**src/rtl/agu_pkg.sv**
```systemverilog
package agu_pkg;
  localparam logic [2:0] SEL_BASE = 3'd0;
  localparam logic [2:0] SEL_LEN  = 3'd1;
  localparam logic [2:0] SEL_PTR  = 3'd2;
  localparam logic [2:0] SEL_STEP = 3'd3;
  localparam logic [2:0] SEL_CTRL = 3'd4;

  localparam int CB_MOD = 0;
  localparam int CB_BRO = 1;
  localparam int CB_RCY = 2;
  localparam int CB_PRE = 3;
  localparam int CB_WID = 4;

  typedef enum logic [1:0] {MD_LIN, MD_MOD, MD_BRO, MD_RCY} agu_mode_t;
endpackage

```
**src/rtl/agu_regs.sv**
```systemverilog
module agu_regs
  import agu_pkg::*;
#(
  parameter int AW  = 16,
  parameter int WFW = 4
) (
  input  logic           clk,
  input  logic           rst,
  input  logic           we,
  input  logic [2:0]     sel,
  input  logic [AW-1:0]  wdata,
  input  logic           upd_en,
  input  logic [AW-1:0]  upd_val,
  output logic [AW-1:0]  base,
  output logic [AW-1:0]  len,
  output logic [AW-1:0]  ptr,
  output logic [AW-1:0]  step,
  output logic           mod_en,
  output logic           bro_en,
  output logic           rcy_en,
  output logic           pre_en,
  output logic [WFW-1:0] wm1
);
  localparam int CW = CB_WID + WFW;

  logic [CW-1:0] ctrl;
  logic          ptr_wr;

  assign ptr_wr = we && (sel == SEL_PTR);

  always_ff @(posedge clk) begin
    if (rst) begin
      base <= '0;
      len  <= '0;
      step <= '0;
      ctrl <= '0;
    end else if (we) begin
      case (sel)
        SEL_BASE: base <= wdata;
        SEL_LEN:  len  <= wdata;
        SEL_STEP: step <= wdata;
        SEL_CTRL: ctrl <= wdata[CW-1:0];
        default: ;
      endcase
    end
  end

  always_ff @(posedge clk) begin
    if (rst) ptr <= '0;
    else if (ptr_wr) ptr <= wdata;
    else if (upd_en) ptr <= upd_val;
  end

  assign mod_en = ctrl[CB_MOD];
  assign bro_en = ctrl[CB_BRO];
  assign rcy_en = ctrl[CB_RCY];
  assign pre_en = ctrl[CB_PRE];
  assign wm1    = ctrl[CW-1:CB_WID];

  // a pointer write overrides any concurrent update
  assert_ptr_write_wins_R10: assert property (@(posedge clk) disable iff (rst)
    ptr_wr |=> (ptr == $past(wdata)));

  // pointer holds without request or write
  assert_ptr_hold_R11: assert property (@(posedge clk) disable iff (rst)
    (!upd_en && !ptr_wr) |=> $stable(ptr));
endmodule

```
**src/rtl/agu_bitrev.sv**
```systemverilog
module agu_bitrev #(
  parameter int AW  = 16,
  parameter int WFW = 4
) (
  input  logic [AW-1:0]  x,
  input  logic [WFW-1:0] sh,
  output logic [AW-1:0]  y
);
  logic [AW-1:0] full;

  for (genvar g = 0; g < AW; g++) begin : g_rev
    assign full[g] = x[AW-1-g];
  end

  assign y = full >> sh;
endmodule

```
**src/rtl/agu_step.sv**
```systemverilog
module agu_step
  import agu_pkg::*;
#(
  parameter int AW  = 16,
  parameter int WFW = 4
) (
  input  agu_mode_t      mode,
  input  logic [AW-1:0]  base,
  input  logic [AW-1:0]  len,
  input  logic [AW-1:0]  ptr,
  input  logic [AW-1:0]  step,
  input  logic [WFW-1:0] wm1,
  output logic [AW-1:0]  nxt,
  output logic [AW-1:0]  mask,
  output logic [WFW-1:0] sh
);
  localparam logic [WFW-1:0] TOPW = WFW'(AW - 1);

  logic [WFW-1:0]       wm1c;
  logic [AW-1:0]        off, lo_a, lo_b, ra, rb, rs, rc, off_rc;
  logic signed [AW+1:0] msum, madj, slen;
  logic [AW-1:0]        moff;

  assign wm1c = (wm1 > TOPW) ? TOPW : wm1;
  assign sh   = TOPW - wm1c;
  assign mask = {AW{1'b1}} >> sh;
  assign off  = ptr - base;

  // reverse-carry: reverse operands, add normally, reverse back
  assign lo_a = off & mask;
  assign lo_b = step & mask;

  agu_bitrev #(.AW(AW), .WFW(WFW)) u_rev_a (.x(lo_a), .sh(sh), .y(ra));
  agu_bitrev #(.AW(AW), .WFW(WFW)) u_rev_b (.x(lo_b), .sh(sh), .y(rb));
  assign rs = ra + rb;
  agu_bitrev #(.AW(AW), .WFW(WFW)) u_rev_s (.x(rs), .sh(sh), .y(rc));

  assign off_rc = (off & ~mask) | rc;

  // circular fold-back in either direction
  always_comb begin
    slen = $signed({2'b00, len});
    msum = $signed({2'b00, off}) + $signed({{2{step[AW-1]}}, step});
    if (msum < 0)          madj = msum + slen;
    else if (msum >= slen) madj = msum - slen;
    else                   madj = msum;
    moff = AW'(madj);
  end

  always_comb begin
    case (mode)
      MD_RCY:  nxt = base + off_rc;
      MD_MOD:  nxt = base + moff;
      default: nxt = ptr + step;
    endcase
  end
endmodule

```
**src/rtl/agu_map.sv**
```systemverilog
module agu_map #(
  parameter int AW  = 16,
  parameter int WFW = 4
) (
  input  logic           bro_on,
  input  logic [AW-1:0]  base,
  input  logic [AW-1:0]  ptr,
  input  logic [AW-1:0]  mask,
  input  logic [WFW-1:0] sh,
  output logic [AW-1:0]  addr
);
  logic [AW-1:0] off, off_lo, rev_lo;

  assign off    = ptr - base;
  assign off_lo = off & mask;

  agu_bitrev #(.AW(AW), .WFW(WFW)) u_rev (.x(off_lo), .sh(sh), .y(rev_lo));

  assign addr = bro_on ? (base + ((off & ~mask) | rev_lo)) : ptr;
endmodule

```
**src/rtl/agu_core.sv**
```systemverilog
module agu_core
  import agu_pkg::*;
#(
  parameter int AW = 16
) (
  input  logic          clk,
  input  logic          rst,
  input  logic          cfg_we,
  input  logic [2:0]    cfg_sel,
  input  logic [AW-1:0] cfg_wdata,
  input  logic          req,
  output logic [AW-1:0] addr,
  output logic          addr_valid
);
  localparam int WFW = (AW > 1) ? $clog2(AW) : 1;

  logic [AW-1:0]  r_base, r_len, r_ptr, r_step;
  logic           r_mod, r_bro, r_rcy, r_pre;
  logic [WFW-1:0] r_wm1, sh;
  logic [AW-1:0]  ptr_nxt, mask, pick, mapped;
  agu_mode_t      mode;

  agu_regs #(.AW(AW), .WFW(WFW)) u_regs (
    .clk(clk), .rst(rst), .we(cfg_we), .sel(cfg_sel), .wdata(cfg_wdata),
    .upd_en(req), .upd_val(ptr_nxt),
    .base(r_base), .len(r_len), .ptr(r_ptr), .step(r_step),
    .mod_en(r_mod), .bro_en(r_bro), .rcy_en(r_rcy), .pre_en(r_pre), .wm1(r_wm1)
  );

  always_comb begin
    if (r_rcy)                         mode = MD_RCY;
    else if (r_bro)                    mode = MD_BRO;
    else if (r_mod && (r_len != '0))   mode = MD_MOD;
    else                               mode = MD_LIN;
  end

  agu_step #(.AW(AW), .WFW(WFW)) u_step (
    .mode(mode), .base(r_base), .len(r_len), .ptr(r_ptr), .step(r_step),
    .wm1(r_wm1), .nxt(ptr_nxt), .mask(mask), .sh(sh)
  );

  assign pick = r_pre ? ptr_nxt : r_ptr;

  agu_map #(.AW(AW), .WFW(WFW)) u_map (
    .bro_on(mode == MD_BRO), .base(r_base), .ptr(pick), .mask(mask), .sh(sh),
    .addr(mapped)
  );

  always_ff @(posedge clk) begin
    if (rst) begin
      addr       <= '0;
      addr_valid <= 1'b0;
    end else begin
      addr_valid <= req;
      if (req) addr <= mapped;
    end
  end

  logic          ptr_wr, plain;
  logic [AW-1:0] cur_off, step_mag;
  assign ptr_wr   = cfg_we && (cfg_sel == SEL_PTR);
  assign plain    = (mode == MD_LIN) || (mode == MD_MOD);
  assign cur_off  = r_ptr - r_base;
  assign step_mag = r_step[AW-1] ? (~r_step + 1'b1) : r_step;

  assert_valid_follows_req_R1: assert property (@(posedge clk) disable iff (rst)
    req |=> addr_valid);
  assert_valid_idle_R1: assert property (@(posedge clk) disable iff (rst)
    !req |=> !addr_valid);

  assert_post_step_addr_R5: assert property (@(posedge clk) disable iff (rst)
    (req && plain && !r_pre) |=> (addr == $past(r_ptr)));
  assert_pre_step_addr_R5: assert property (@(posedge clk) disable iff (rst)
    (req && plain && r_pre && !ptr_wr) |=> (addr == r_ptr));

  assert_mod_in_range_R3: assert property (@(posedge clk) disable iff (rst)
    (req && mode == MD_MOD && !cfg_we && cur_off < r_len && step_mag < r_len)
      |=> ((r_ptr - r_base) < r_len));

  assert_rcy_addr_is_ptr_R7: assert property (@(posedge clk) disable iff (rst)
    (req && mode == MD_RCY && !ptr_wr)
      |=> (addr == ($past(r_pre) ? r_ptr : $past(r_ptr))));
endmodule

```
**config.mk**
```make
export PLATFORM = sky130hd
export DESIGN_NAME = agu_core
export DESIGN_NICKNAME = d
export VERILOG_FILES = /design/src/rtl/agu_pkg.sv /design/src/rtl/agu_regs.sv /design/src/rtl/agu_bitrev.sv /design/src/rtl/agu_step.sv /design/src/rtl/agu_map.sv /design/src/rtl/agu_core.sv
export SDC_FILE = /design/constraint.sdc
export NUM_CORES = 1
export LEC_CHECK = 0
export BUFFER_PORTS_ARGS = -buffer_cell sky130_fd_sc_hd__buf_2
export CORE_UTILIZATION = 40
export CTS_CLUSTER_DIAMETER = 120
export CTS_CLUSTER_SIZE = 40
export DETAILED_ROUTE_END_ITERATION = 12
export GPL_TIMING_DRIVEN = 0
export RECOVER_POWER = 25
export SLEW_MARGIN = 20
export SYNTH_ARGS = -nofsm -noshare
export SYNTH_HDL_FRONTEND = slang
export SYNTH_HIERARCHICAL = 1
export SYNTH_SLANG_ARGS = --single-unit
```
**constraint.sdc**
```tcl
create_clock -name clk -period 23.3 [get_ports clk]
set_clock_uncertainty 0.2 [all_clocks]
set_input_delay 1.165 -clock clk [delete_from_list [all_inputs] [get_ports clk]]
set_output_delay 1.165 -clock clk [all_outputs]
set_load 0.01 [all_outputs]
```
### Word level (Yosys, flattened, before mapping)

Index checks and enable logic that the tools add are counted.

* flip-flop bits (word level): 89
* output and inout bits: 17
* logic and storage cells: 61
* bits of input ports: 23

* $lt $le $gt $ge: 3
* shift-type cells: 5
* eq/ne operators: 7
* reduce and logical (&&, ||, !) cells: 9
* bitwise gates (word level): 8
* muxes and demuxes: 11
* $add $sub $neg: 11

Operators by type and width (number)
* $add A16 B16 Y16: 6
* $mux W16: 6
* $and A16 B16 Y16: 5
* $shr A16 B4 Y16: 4
* $sub A16 B16 Y16: 3
* $or A16 B16 Y16: 2
* $pmux W16 S2: 1
* $add A17 B16 Y18: 1
* $ge A18 B17 Y1: 1
* $lt A18 B1 Y1 const B: 1
* $not A16 Y16: 1
* $reduce_bool A16 Y1: 1
* $shr A16 B4 Y16 const A: 1
* $reduce_and A2 Y1: 4
* $eq A3 B2 Y1 const B: 2
* $eq A2 B2 Y1 const B: 2
* $gt A4 B4 Y1 const B: 1
* $mux W2: 2
* $mux W4: 1
* $sub A4 B4 Y4 const A: 1
* $eq A3 B1 Y1 const B: 1
* $eq A3 B3 Y1 const B: 1
* $logic_not A3 Y1: 1
* $eq A2 B1 Y1 const B: 1
* 3 further kinds: 4

### Depth between registers and ports, before layout

Gate-level depths: netlist of run 1.

* depth after elaboration: 18
* depth in mapped cells: 71
* gate-level depth less buffers: 70

### Modules after synthesis

The synthesis of run 1 kept the hierarchy.

By module, submodules not included
* agu_step: sequential area each 0.0 um2, cells each 868, instances 1, area each 5979.5 um2
* agu_bitrev: sequential area each 0.0 um2, cells each 86, instances 4, area each 733.2 um2
* agu_regs: sequential area each 1441.4 um2, cells each 313, instances 1, area each 2711.4 um2
* agu_map: sequential area each 0.0 um2, cells each 276, instances 1, area each 1963.1 um2
* agu_core: sequential area each 340.3 um2, cells each 81, instances 1, area each 895.9 um2

### Worst setup path before layout of run 1

OpenSTA, ideal clock, no wires.

* kind: reg2reg
* start point: register u_regs.base[1]
* end point: register addr[14]
* setup time: 0.117 ns
* clock period less this slack: 13.060 ns
* arrival: 12.743 ns
* data required time: 22.983 ns
* stages on the path, launching flop included: 68
* path buffers: 1
* path slack: 10.240 ns
* cells stage by stage: dfxtp_1 inv_1 ha_1 nor2b_1 o31a_1 o41ai_1 a211oi_1 or3_1 a21oi_1 xnor2_1 and2_1 mux4_2 and2_1 a31oi_1 o21ai_1 ha_1 a21o_1 a21oi_1 (+32 left out) o31a_1 xnor2_1 and2_1 mux4_2 mux2i_1 o21ai_1 o21bai_1 ha_1 fa_1 a21o_1 a21o_1 a211o_1 a211o_1 a31oi_2 xnor2_1 mux2_4 mux2i_1 nor2_1

* longest elaborated chain between the ends: 15
* elaborated cells on any way between the ends: 25
* those cells by class: 9 x add/sub; 2 x order compare; 3 x shift; 5 x mux; 6 x bitwise

Ends and longest elaborated chain
* start: declaration: line agu_regs.sv:14 `output logic [AW-1:0] base,`
* start signal: assignment: line agu_regs.sv:39 `SEL_BASE: base <= wdata;`
* $sub A16 B16 Y16: line agu_step.sv:27 `assign off = ptr - base;`
* $and A16 B16 Y16: line agu_step.sv:30 `assign lo_a = off & mask;`
* via u_step.lo_a[13]: line agu_step.sv:20 `logic [AW-1:0] off, lo_a, lo_b, ra, rb, rs, rc, off_rc;`
* $shr A16 B4 Y16: line agu_bitrev.sv:15 `assign y = full >> sh;`
* via u_step.ra[1]: line agu_step.sv:20
* $add A16 B16 Y16: line agu_step.sv:35 `assign rs = ra + rb;`
* via u_step.rs[13]: line agu_step.sv:20
* $shr A16 B4 Y16: line agu_bitrev.sv:15
* via u_step.rc[0]: line agu_step.sv:20
* (+3 left out)
* via ptr_nxt[12]: line agu_core.sv:20 `logic [AW-1:0] ptr_nxt, mask, pick, mapped;`
* (+1 left out)
* via pick[12]: line agu_core.sv:20
* (+1 left out)
* $and A16 B16 Y16: line agu_map.sv:15 `assign off_lo = off & mask;`
* via u_map.off_lo[15]: line agu_map.sv:12 `logic [AW-1:0] off, off_lo, rev_lo;`
* $shr A16 B4 Y16: line agu_bitrev.sv:15
* via u_map.rev_lo[0]: line agu_map.sv:12
* $or A16 B16 Y16: line agu_map.sv:19 `assign addr = bro_on ? (base + ((off & ~mask) | rev_lo)) : ptr;`
* $add A16 B16 Y16: line agu_map.sv:19
* $mux W16: line agu_map.sv:19
* via mapped[14]: line agu_core.sv:20
* end signal: assignment: line agu_core.sv:55 `if (req) addr <= mapped;`
* end: declaration: line agu_core.sv:12 `output logic [AW-1:0] addr,`

The timed path passes the listed nets, and every way through them passes these cells.
A chain may end at the register's enable or synchronous reset.

### Worst setup path in the final report of run 1

* start point: register u_regs.base[1]
* end point: register addr[12]

The elaborated chain is that of the path after synthesis.

==> results of run 1 <==
==> Yosys cell counts, types with 18 or more instances <==
master,count,share of area (%)
mux2i_1,106,7.3
buf_2,36,1.2
o21a_1,18,0.93
a211oi_1,37,1.9
ha_1,147,13
clkbuf_1,29,0.75
nor2b_1,34,1.5
mux4_2,24,3.7
nand2b_1,31,1.3
o21ai_0,61,2.1
a21o_1,31,1.6
a31oi_1,19,0.82
xnor2_1,62,3.7
nand2_1,202,5.2
inv_1,126,3.3
nor3_1,25,0.86
o21ai_1,29,1.0
and2_1,29,1.3
a21oi_1,184,6.4
o21bai_1,22,1.1
xor2_1,31,1.9
nor2_1,163,4.2
mux2_2,25,1.9
dfxtp_1,89,12
==> state kept, by name, indices dropped and copies added, names as in the netlist <==
signal	count
u_regs/base	16
u_regs/ctrl	8
u_regs/ptr	16
u_regs/step	16
addr	16
addr_valid	1
u_regs/len	16
==> routing by layer <==
| layer | vias to the layer above | wire length [um] |
|---|---|---|
| li1 | 6955 | - |
| met3 | 99 | 3147 |
| met4 | 0 | 1995 |
| met5 | - | 0 |
| met1 | 6978 | 23710 |
| met2 | 579 | 22390 |
==> area by class of cell <==
| class | count | share of cell area (%) |
|---|---|---|
| inverters | 130 | 3.144 |
| repair buffers | 37 | 1.169 |
| flip-flops and latches | 89 | 11.48 |
| well taps | 461 | 3.717 |
| clock inverters | 6 | 0.3144 |
| clock buffers | 10 | 1.540 |
| plain buffers | 95 | 3.491 |
| multi-input cells | 1568 | 75.14 |
==> worst max-delay path, delay by kind of cell, from the launching register on <==
kind	cells	cell delay [ns]
AND/OR/NAND/NOR	11	1.75
XOR/XNOR	3	0.39
buffers and inverters	3	0.35
flip-flops	1	0.68
adder cells (fa/ha/maj)	7	2.28
AO/OA/AOI/OAI	34	7.89
multiplexers	8	2.15
==> stage by stage <==
| stage | area [um2] | hold WS [ns] |
|---|---|---|
| floorplan | 14480 | 0.2493 |
| global placement | 15240 | 0.2669 |
| detailed placement | 15240 | 0.2772 |
| CTS | 15530 | 0.2978 |
| global route | 15520 | 0.3271 |
| finish | 15520 | 0.2907 |
==> where the power goes <==
| group | internal, mW | leakage (nW) | switching [mW] |
|---|---|---|---|
| Sequential | 0.157 | 0.721 | 0.00851 |
| Combinational | 0.203 | 6.03 | 0.337 |
| Clock | 0.0768 | 0.143 | 0.0651 |
==> kinds of logic (layout without fill, tap and decap cells) <==
logic type               Yosys count  after routing  synth area share, %
flip-flops                        89             89                12.30
AND/OR/NAND/NOR                  594            594                20.01
adder cells (fa/ha/maj)          156            156                13.94
multiplexers                     182            182                16.22
other                              1              1              0.02589
buffers and inverters            225            278                7.179
AO/OA/AOI/OAI                    542            542                24.70
XOR/XNOR                          93             93                5.624
==> path summary, 6_finish.rpt <==
| check | start | end | slack [ns] | cells after the start |
|---|---|---|---|---|
| hold reg to reg | addr[4] | addr[4] | 0.29 | 2 |
| setup / recovery | u_regs/base[1] | addr[12] | 7.49 | 66 |
| hold / removal | addr[4] | addr[4] | 0.29 | 2 |
| setup reg to reg | u_regs/base[1] | addr[12] | 7.49 | 66 |
==> results.md, run 1 <==
* Maximum VDD drop at 56.25 uV
* Syn Nets at 2061
* FFs w/ async S/R, synth at 0%
* Starting Density at 40.72%
* Most frequent CP cell: o21ai_0
* Layout cells sized above 1 at 10.80%
* Clk Latency, worst-skew pair at 0.35 ns
* Final non-filler cell total at 2396
* Crit share post-route at 67.83%
* PwrDens at 54.62 nW/um2
* Final nets at 2109
* Layout area overhead at 7.153%
* CTS root buf: clkbuf_16
* Hold Fails Final Rpt at 0
* Main synth FF type: dfxtp_1
* CTS tree: built
* H-tree levels at 3
* Clock sinks at 89
* Initial DRT Pass Iterations at 6
* Die width at 192.3 um
* Startpoint types: flip-flop
* PostCTS Resize Cnt at 0
* Fin. max-slew vios at 0
* CTS clk-pin slew, worst paths at 0.06 ns
* Worst-path fanout max at 10
* Max cap viols at 0
* Yosys warns at 6
* Detailed-route wire length at 51.24 mm
* DR WL/cell at 21.39 um
* Total Power at 847.6 uW
* Worst setup EP type: flip-flop
* Most frequent cells in the layout: nand2_1, a21oi_1, nor2_1
* Die Height at 192.3 um
* GRT Max-Usage Layer: met2
* Detailed placer's ending HPWL at 41.50 mm
* Core area at 35570 um2
* Worst min-delay path category: reg -> reg
* Fin crit period at 15.81 ns
* #FFs+latches synth at 89
* Die area at 36970 um2
* CP max stage delay at 0.68 ns
* Setup violators final at 0
* Post-CTS Setup Bufs at 0
* Met1 GRT Util at 38.45%
* Ant. Diodes at 0
* Drt drc at 0
* Critical setup path kind: reg -> reg
* Clock buffer depth at 2
* Rel. slew slack at 34.50%
* Synth Cell Area at 14480 um2
* Reg area at 1782 um2
* I/O pin count at 40
* Worst-Margin Slew at 0.9577 ns
* Multi-input combinational cell area at 11660 um2
* Post-Syn Instances at 1882
* Finished Core Util at 43.63%
* Post-synth EDFFs at 0
* First-pass GRT wire length at 77.58 mm
* Port bufs at 37
* Cts hold-fix bufs at 0
* RSZ-0062 raised after global routing: false
* Initial drt markers at 1544
* Fillers at 3676
* Sum Neg Setup Slack at 0 ns
* Synth cell types at 95
* WP data required at 23.33 ns
* Via Count at 14610
* Total gr overflow at 0
* Synth Area per Inst at 7.695 um2
* GR Layer Usage met3 at 2.310%
* Largest net degree at the start of global routing at 24
* Max Clk Rate at 0.06327 GHz
* Post-place setup slack at 7.756 ns
* DRT antenna net count at 0
* Leakage at 6.890 nW
* Run status: finished clean
* Most common cell after layout, fill and taps aside: nand2_1
* Worst path slowest cell: dfxtp_1
* GR Util met2 at 42.83%
* Sequential share of the synthesized area at 12.30%
* Placer congestion estimate at 0.9604
* Vias per std cell at 6.098
* CTS Buf Count at 9
* Setup ws final at 7.495 ns
* Vias in the first global route at 13260
* Critical path arrival at 15.84 ns
* Std-Cell Rows at 69
* Placed cells at 2380
* GRT Util Overall at 27.34%
* Initial antenna violation count at 0
Power figures use the tool's default switching activity.
==> inputs of run 2 (changes only) <==
--- a/config.mk
+++ b/config.mk
@@ -5,6 +5,7 @@
 export SDC_FILE = /design/constraint.sdc
 export NUM_CORES = 1
 export LEC_CHECK = 0
+export ABC_AREA = 1
 export BUFFER_PORTS_ARGS = -buffer_cell sky130_fd_sc_hd__buf_2
 export CORE_UTILIZATION = 40
 export CTS_CLUSTER_DIAMETER = 120
==> constraint.sdc (replaced) <==
create_clock -name clk -period 13.6 [get_ports clk]
set_clock_uncertainty 0.2 [all_clocks]
set_input_delay 0.68 -clock clk [delete_from_list [all_inputs] [get_ports clk]]
set_output_delay 0.68 -clock clk [all_outputs]
set_load 0.01 [all_outputs]
==> run 2 against run 1 <==
Effect of this change:
- sequential cell count did not move
- via count rose by 12%
- sequential share of layout area fell by 0.30 points
- utilization barely moved
- final cell count rose by 27%
- register-to-register slack got worse by 6.4 ns
- critical path type unchanged
- highest routed layer unchanged
==> results.md, run 2 <==
* Run status: finished clean
* DRT antenna net count at 0
* Via Count at 16370
* Post-synth top area cell: nand2_1
* Crit share post-route at 92.06%
* Synth Area per Inst at 5.920 um2
* CTS tree: built
* Cell area after layout at 15990 um2
* RSZ-0062 raised after global routing: false
* Critical path arrival at 12.61 ns
* Ant. Diodes at 0
* Vias in the first global route at 14900
* Count leader, synth: nand2_1
* Leakage at 7.808 nW
* Total Power at 1.745 mW
* Worst min-delay path category: reg -> reg
* Starting Density at 40.78%
* DR WL/cell at 17.95 um
* Yosys warns at 6
* Max cap viols at 0
* Die area at 38190 um2
* Die Height at 195.4 um
* Top cells by area, synth: nand2_1, ha_1, dfxtp_1
* Rel. slew slack at 28.20%
* #FFs+latches synth at 89
* Main synth FF type: dfxtp_1
* CTS clk-pin slew, worst paths at 0.07 ns
* Post-DP Area at 15730 um2
* Total gr overflow at 0
* CTS root buf: clkbuf_16
* Most frequent CP cell: nand2_1
* Synth Cell Area at 14970 um2
* Clock buffer depth at 2
* Die width at 195.4 um
* GRT Util Overall at 28.35%
* Final nets at 2754
* Detailed placer's ending HPWL at 45.76 mm
* Synth cell types at 66
* Synth cell count leaders: nand2_1, inv_1, nand3_1, nor2_1, a21oi_1
* Max Clk Rate at 0.07987 GHz
* Hold Fails Final Rpt at 0
* Finished Core Util at 43.58%
* Sequential share of the synthesized area at 11.91%
* Largest net degree at the start of global routing at 31
* FFs w/ async S/R, synth at 0%
* Std-Cell Rows at 70
* WP data required at 13.69 ns
* PwrDens at 109.1 nW/um2
* CP max stage delay at 0.44 ns
* Post-synth EDFFs at 0
* Post-Syn Instances at 2528
* Startpoint types: flip-flop
* Setup violators final at 0
* Syn Nets at 2707
* H-tree levels at 3
* Clock sinks at 89
* Fin. max-slew vios at 0
* Worst path slowest cell: dfxtp_2
* Post-CTS Setup Bufs at 0
* Layout cells sized above 1 at 9.070%
* Detailed-route wire length at 54.72 mm
* Yosys top cell area share at 17.56%
* Clk Latency, worst-skew pair at 0.35 ns
* Initial drt markers at 1395
* I/O pin count at 40
* Initial DRT Pass Iterations at 6
* Drt drc at 0
* First-pass GRT wire length at 83.58 mm
* Port bufs at 36
* Layout area overhead at 6.864%
* Worst-path fanout max at 5
* Initial antenna violation count at 0
* Sum Neg Setup Slack at 0 ns
* Worst-Margin Slew at 1.076 ns
* Fin crit period at 12.52 ns
* CTS Buf Count at 9
* Vias per std cell at 5.371
* Most common cell after layout, fill and taps aside: nand2_1
* Critical setup path kind: reg -> reg
* Worst setup EP type: flip-flop
* Maximum VDD drop at 107.3 uV
* Most frequent cells in the layout: nand2_1, inv_1, nand3_1
* Placer congestion estimate at 0.9508
* Core area at 36700 um2
run 2: cell types whose count changed in the layout (fill, tap and decap cells not counted), moves of 30 or more:
cell / previous run / this run
nor2_1: 163 / 233
mux2i_1: 106 / 0
o21ai_0: 61 / 130
nand2_1: 202 / 701
nand2b_1: 31 / 1
nor2b_1: 34 / 0
inv_1: 126 / 280
a211oi_1: 37 / 3
xnor2_1: 62 / 30
nand3_1: 17 / 258
run 2: logic make-up (layout without fill, tap and decap cells):
kind of cell,after synthesis,in the layout,synth area share (%)
other,1,1,0.02506
buffers and inverters,401,453,12.31
and+or+nand+nor,1326,1326,38.58
adders and majority gates,156,156,13.49
DFF,89,89,11.91
muxes,16,16,1.455
xor gates and xnor gates,89,89,5.209
AOI/OAI and AO/OA,450,450,17.02
run 2: power by group:
group | internal, mW | switching [mW]
registers | 0.272 | 0.0220
clock network | 0.129 | 0.117
logic | 0.416 | 0.791
run 2: what timing repair did:
action,CTS,global route
hold endpoints to repair,0,0
endpoints found under the setup margin,0,8
hold buffers,0,0
gates resized for setup,0,8
run 2: per-stage QoR:
step	worst slack [ns]	instances	hold slack, ns
after global routing	0.003849	3048	0.2855
final	1.079	3048	0.2609
after global placement	0.9739	3032	0.2473
after CTS	0.8464	3048	0.2668
after detailed placement	0.9101	3032	0.2494
after floorplan	3.494	2528	0.2550
run 2: metal layers:
layer / GRT usage, % / wire length (um)
met5: 0 / 0
met4: 10.82 / 2023
met3: 2.625 / 3051
met2: 45.53 / 24090
met1: 39.05 / 25560
run 2: cell type report:
class                           count  area, um2
Fill cell                        4011      20700
Multi-Input combinational cell   2038      11320
Sequential cell                    89       1788
Inverter                          305       1170
Buffer                             96      656.9
Tap cell                          468      585.6
Clock buffer                        9      225.2
Timing Repair Buffer               36      178.9
Clock inverter                      7      70.07
run 2: critical path: cells and delay by family, from the launching register on:
kind,cells,cell delay (ns)
and+or+nand+nor,43,3.81
xor gates and xnor gates,2,0.50
buffers and inverters,4,0.24
muxes,1,0.32
DFF,1,0.44
adders and majority gates,7,2.12
AOI/OAI and AO/OA,27,4.81
run 2: worst paths after layout:
check,start,endpoint,cells after the start,slack (ns)
max,u_regs/base[2],addr[12],84,1.08
min,addr[5],addr[5],2,0.26
max reg2reg,u_regs/base[2],addr[12],84,1.08
min reg2reg,addr[5],addr[5],2,0.26
